$ cat src/rtl/cmp_pkg.sv
package cmp_pkg;

    typedef struct packed {
        logic gt;
        logic eq;
        logic lt;
    } cmp_flags_t;

    localparam cmp_flags_t FLAGS_STANDALONE = '{gt: 1'b0, eq: 1'b1, lt: 1'b0};

endpackage

$ cat src/rtl/cmp_bit_stage.sv
module cmp_bit_stage
    import cmp_pkg::*;
(
    input  logic       a_bit,
    input  logic       b_bit,
    input  cmp_flags_t above_i,
    output cmp_flags_t below_o
);

    cmp_flags_t flags_d;

    always_comb begin
        flags_d.gt = above_i.gt | (above_i.eq & a_bit & ~b_bit);
        flags_d.lt = above_i.lt | (above_i.eq & ~a_bit & b_bit);
        flags_d.eq = above_i.eq & ~(a_bit ^ b_bit);
    end

    assign below_o = flags_d;

    // a greater verdict from above is never lost
    always_comb begin
        if (above_i.gt) p_gt_sticky_r1: assert (below_o.gt);
    end

    // a less verdict from above is never lost
    always_comb begin
        if (above_i.lt) p_lt_sticky_r2: assert (below_o.lt);
    end

    // equality cannot be regained once dropped
    always_comb begin
        if (!above_i.eq) p_eq_drop_r3: assert (!below_o.eq);
    end

endmodule

$ cat src/rtl/cmp_ripple_chain.sv
module cmp_ripple_chain
    import cmp_pkg::*;
#(
    parameter int WIDTH = 8
) (
    input  logic [WIDTH-1:0] a_i,
    input  logic [WIDTH-1:0] b_i,
    input  cmp_flags_t       cas_i,
    output cmp_flags_t       res_o
);

    localparam int LINKS = WIDTH + 1;

    cmp_flags_t link_d [LINKS];

    assign link_d[WIDTH] = cas_i;

    for (genvar gi = WIDTH - 1; gi >= 0; gi--) begin : g_stage
        cmp_bit_stage u_stage (
            .a_bit   (a_i[gi]),
            .b_bit   (b_i[gi]),
            .above_i (link_d[gi+1]),
            .below_o (link_d[gi])
        );
    end

    assign res_o = link_d[0];

    // standalone equal verdict only for identical operands
    always_comb begin
        if (cas_i == FLAGS_STANDALONE && res_o.eq)
            p_eq_identical_r4: assert (a_i == b_i);
    end

    // no verdict in, no verdict out
    always_comb begin
        if (cas_i == '0) p_null_cascade_r11: assert (res_o == '0);
    end

endmodule

$ cat src/rtl/cmp_min_select.sv
module cmp_min_select #(
    parameter int WIDTH = 8
) (
    input  logic             pick_a_i,
    input  logic [WIDTH-1:0] a_i,
    input  logic [WIDTH-1:0] b_i,
    output logic [WIDTH-1:0] min_o
);

    logic [WIDTH-1:0] min_d;

    always_comb begin
        min_d = pick_a_i ? a_i : b_i;
    end

    assign min_o = min_d;

    // result is always one of the two operands
    always_comb begin
        p_min_is_operand_r10: assert (min_o == a_i || min_o == b_i);
    end

endmodule

$ cat src/rtl/mag_cmp_min.sv
module mag_cmp_min
    import cmp_pkg::*;
#(
    parameter int WIDTH = 8
) (
    input  logic [WIDTH-1:0] a_i,
    input  logic [WIDTH-1:0] b_i,
    input  logic             cas_gt_i,
    input  logic             cas_eq_i,
    input  logic             cas_lt_i,
    output logic             a_gt_b_o,
    output logic             a_eq_b_o,
    output logic             a_lt_b_o,
    output logic [WIDTH-1:0] min_o
);

    cmp_flags_t cas_d;
    cmp_flags_t res_d;

    assign cas_d = '{gt: cas_gt_i, eq: cas_eq_i, lt: cas_lt_i};

    cmp_ripple_chain #(.WIDTH(WIDTH)) u_chain (
        .a_i   (a_i),
        .b_i   (b_i),
        .cas_i (cas_d),
        .res_o (res_d)
    );

    cmp_min_select #(.WIDTH(WIDTH)) u_min (
        .pick_a_i (res_d.lt),
        .a_i      (a_i),
        .b_i      (b_i),
        .min_o    (min_o)
    );

    assign a_gt_b_o = res_d.gt;
    assign a_eq_b_o = res_d.eq;
    assign a_lt_b_o = res_d.lt;

    // one-hot verdict for a standalone comparison
    always_comb begin
        if (cas_gt_i == 1'b0 && cas_eq_i == 1'b1 && cas_lt_i == 1'b0)
            p_onehot_standalone_r6: assert ($onehot({a_gt_b_o, a_eq_b_o, a_lt_b_o}));
    end

    // standalone minimum never exceeds either operand
    always_comb begin
        if (cas_gt_i == 1'b0 && cas_eq_i == 1'b1 && cas_lt_i == 1'b0)
            p_min_bound_r10: assert (min_o <= a_i && min_o <= b_i);
    end

endmodule

$ cat config.mk
export PLATFORM = sky130hd
export DESIGN_NAME = mag_cmp_min
export DESIGN_NICKNAME = d
export VERILOG_FILES = /design/src/rtl/cmp_pkg.sv /design/src/rtl/cmp_bit_stage.sv /design/src/rtl/cmp_ripple_chain.sv /design/src/rtl/cmp_min_select.sv /design/src/rtl/mag_cmp_min.sv
export SDC_FILE = /design/constraint.sdc
export NUM_CORES = 1
export LEC_CHECK = 0
export BUFFER_PORTS_ARGS = -buffer_cell sky130_fd_sc_hd__buf_2
export CAP_MARGIN = 20
export CORE_AREA = 5 5 42 44
export DETAILED_ROUTE_END_ITERATION = 8
export DIE_AREA = 0 0 47 49
export PLACE_DENSITY_LB_ADDON = 0.1
export SYNTH_ARGS = -nofsm -noshare
export SYNTH_HDL_FRONTEND = slang
export SYNTH_SLANG_ARGS = --single-unit
$ cat constraint.sdc
create_clock -name vclk -period 2.1
set_input_delay 0.315 -clock vclk [all_inputs]
set_output_delay 0.315 -clock vclk [all_outputs]
set_load 0.01 [all_outputs]
Yosys cells after proc, flatten, opt, wreduce, memory -nomap -nowiden
Cells that the tools add are included.

Output and inout port bits: 11. Memory bits (writable): 0. Register bits: 0. Memory bits (read-only): 0. Memories kept: 0. Input bits: 19. Latch bits: 0.

Reduce and logical (&&, ||, !) cells: 0. $lt $le $gt $ge: 0. Bitwise logic cells: 88. Eq/ne operators: 0. Shift-type cells: 0. Add/sub/neg operators: 0. Multiplexer cells: 1. Multipliers: 0. Divide/modulo/power cells: 0.

Operator list (number): 1-bit bitwise AND (40); 1-bit inverter (24); 1-bit bitwise OR (16); 8-bit two-way mux (1); 1-bit XOR (8).

Longest topological paths before layout
Depth in word-level cells: 13. Mapped depth: 7. Gate-level depth less buffers: 7.

Hierarchy
A second synthesis with hierarchy kept.

Cells, all modules: 57. Area, all modules: 441.7 um^2.

Modules (own cells, without submodules): cmp_bit_stage (instances 8, area an instance 38.8 um^2, cells each 6); cmp_min_select (instances 1, area an instance 131.4 um^2, cells each 9).

Worst setup path after synthesis
No wires, ideal clock.

Path kind: input to output. Start point: input b_i[0]. End point: output min_o[0]. Data arrival time: 1599 ps. Buffers on the path: 0. Cell stages on the path: 6. Required time: 1785 ps. Path slack: 186 ps. Cell sequence: nor2b_1 o21ai_1 a41oi_1 a31o_1 a21oi_4 mux2_1.

Word-level cells in the longest chain between the ends: 3.

Ends and longest elaborated chain: from (decl) (line mag_cmp_min.sv:7) `input logic [WIDTH-1:0] b_i,`; 1-bit bitwise AND (line cmp_bit_stage.sv:14) `flags_d.lt = above_i.lt | (above_i.eq & ~a_bit & b_bit);`; 1-bit bitwise OR (line cmp_bit_stage.sv:14); 8-bit two-way mux (*) (line cmp_min_select.sv:13) `min_d = pick_a_i ? a_i : b_i;`; to (decl) (line mag_cmp_min.sv:14) `output logic [WIDTH-1:0] min_o`.

Mark *: on every way between the ends. The rest lies on a longest branch, timed or not.

Worst setup path after layout
Start point: input b_i[0]. End point: output min_o[6].

Word-level cells in the longest chain between the ends: 3.

Ends and longest elaborated chain (line): 1-bit bitwise AND (cmp_bit_stage.sv:14); 1-bit bitwise OR (cmp_bit_stage.sv:14); 8-bit two-way mux (cmp_min_select.sv:13).

No other way between the ends.

==> results.cfg <==
[sta]
period_minus_slack_ns = 2.14
final-max-slew-violation-count = 0
post-route-worst-setup-slack_ns = -0.0428
rsz0062_at_grt = yes
report.final.hold_viol_count = 0
slew_headroom_pct = 78.9
tightest_slew_ns = 0.315
max_freq_mhz = 467
setup-violations-final = 6
finalCritPeriodShare_pct = 102
setup_total_negative_slack_ns = -0.239

[global_routing]
grt_first_pass_wirelength_um = 2330
number_of_global_route_vias_before_repair = 535
overflow = 0
antenna_found_initial = 0
grt_start_max_net_pins = 7
grt.total_usage_pct = 12.6

[placement]
globalplace.congestion = 0.769
numPortBuffers = 30
dpl_worst_slack_ns = -0.0991
post_placement_cell_count = 115
dp_hpwl_um = 1130
placement.cell_area_um2 = 681

[power]
netSwitchingPower_mw = 0.0914
power.sequential.fraction_pct = 0
max-vdd-ir-drop_mv = 0.117
comb_power_share_pct = 100.0
p_int_mw = 0.104
pwr_per_cell_area_nw_per_um2 = 243
sw_frac_of_total_pct = 46.7
clock_share_of_power_pct = 0
leakage_nw = 0.385

[synth]
synthDistinctLibCells = 31
register_area_share_after_synthesis_pct = 0
synth_common_cells = inv_1 (7), nor2b_1 (7), nor2_1 (5)
synth.net_count = 80
postSynthCellCount = 61
netlist_area_um2 = 450
yosys-top-cells-area = mux2_1 (10%), nor2b_1 (9.7%), maj3_2 (7.5%)
ys.warnings.count = 0
syn_avg_cell_area_um2 = 7.38
synth_top_area_share_pct = 10.0
synth_top_area_cell = mux2_1

[worst_setup_path]
critical-path-slowest-cell = mux2_4
crit_type = input port to output port
critical_path_peak_fanout = 6
timing.critical_path.depth = 8
worst_ep_required_time_ns = 1.78
critPathMostFrequentCell = buf_6
cp.buffers_inverters = 2
cp-startpoint = b_i[0]
timing.critical_path.max_delay_family = compound AO/OA/AOI/OAI gates
setup.worst_path.start_class = input port
timing.critical_path.arrival_ns = 1.83
cp_cell_sequence = buf_6, nor2b_4, o21ai_2, nand4_1, a31o_1, a21oi_4, mux2_4, buf_6
crit_end = min_o[6]
cpPeakStageDelay_ns = 0.34
setup.worst_path.end_class = output port

[floorplanning]
core-area_um2 = 1400
ioPinCount = 30
std_cell_rows = 14
dieArea_um2 = 2300
fp.dieW_um = 47
initial_util_pct = 32.1
die_height_um = 49

[layout]
layout.sequential_cells = 0
num-nets-final = 122
final.clkbuf_count = 0
fin_area_um2 = 803
antenna-diode-count = 0
final-seq-area_um2 = 0
finish.cell_count_without_fillers = 117
layout-drive-gt1-share_pct = 59.4
layout.core_utilization_pct = 57.3
areaGrowthSynthToFinish_pct = 78.3
nFillCells = 144

[drt]
totalWireLength_um = 1470
met2WireLength_um = 729
drt_pass1_iterations = 3
drt_iter0_drc = 1
post_drt_wl_per_cell_um = 12.5
routed-wl-met3_um = 83
detailed_route_drc_error_count = 0
via_per_inst = 5.00
met1Wirelength_um = 653
number_of_vias_in_the_routed_layout = 585
routed.top_layer = met3
ant_nets = 0

[flow_run]
max_cap_violations = 0

[hold_path]
hold_path.class = input port to output port

[run_status]
status = finished, violations left
violations = setup timing
## cell usage in the layout (no fill, tap or decap), drive strengths merged, types with 3 or more instances in the layout
cell and n:
inv 9, nor2 5, nor2b 8, mux2 4
maj3 4, buf 40, o21ai 3
## metrics by stage
stage               power (mW)  hold slack (ns)
CTS                      0.184            0.902
global route             0.212            0.906
global placement         0.155            0.895
floorplan               0.0881            0.742
finish                   0.196            0.900
detailed placement       0.156            0.901
## power by group through the flow
stage               logic (mW)  registers (mW)  clock network (mW)
finish                   0.196               0                   0
global placement         0.155               0                   0
global route             0.212               0                   0
floorplan               0.0881               0                   0
detailed placement       0.156               0                   0
CTS                      0.184               0                   0
## cell type report
cell class,count,area (µm²),share of cell area (%)
multi-input combinational,52,483,60.1
timing repair buffer,40,267,33.2
inverter,9,33.8,4.21
tap,16,20.0,2.49
## kinds of logic after synthesis
group                    share of synthesized area (%)
AO/OA/AOI/OAI                                     28.3
multiplexers                                      12.2
adder cells (fa/ha/maj)                           9.72
buffers and inverters                             7.50
AND/OR/NAND/NOR                                   36.4
XOR/XNOR                                          5.83
## metal layers
metal  vias to the layer above  track usage, %
li1                        310               -
met1                       262            17.8
met2                        13            22.2
met3                         0               0
met4                         0               0
met5                         -               0
## repair_timing
action                                  in CTS  in global routing
gates resized for setup                     16                  3
pin swaps                                   10                  8
gates cloned                                 0                  0
buffers inserted                             0                  2
endpoints found under the setup margin       7                 10
hold buffers                                 0                  0
## worst min path at each step
stage,slack [ns],startpoint,depth (start not counted),end
after floorplan,0.74,cas_gt_i,1,a_gt_b_o
after global placement,0.89,cas_gt_i,3,a_gt_b_o
after detailed placement,0.90,cas_gt_i,3,a_gt_b_o
after CTS,0.90,cas_gt_i,3,a_gt_b_o
after global routing,0.91,cas_gt_i,3,a_gt_b_o
final,0.90,cas_gt_i,3,a_gt_b_o
Power figures use the tool's default switching activity.
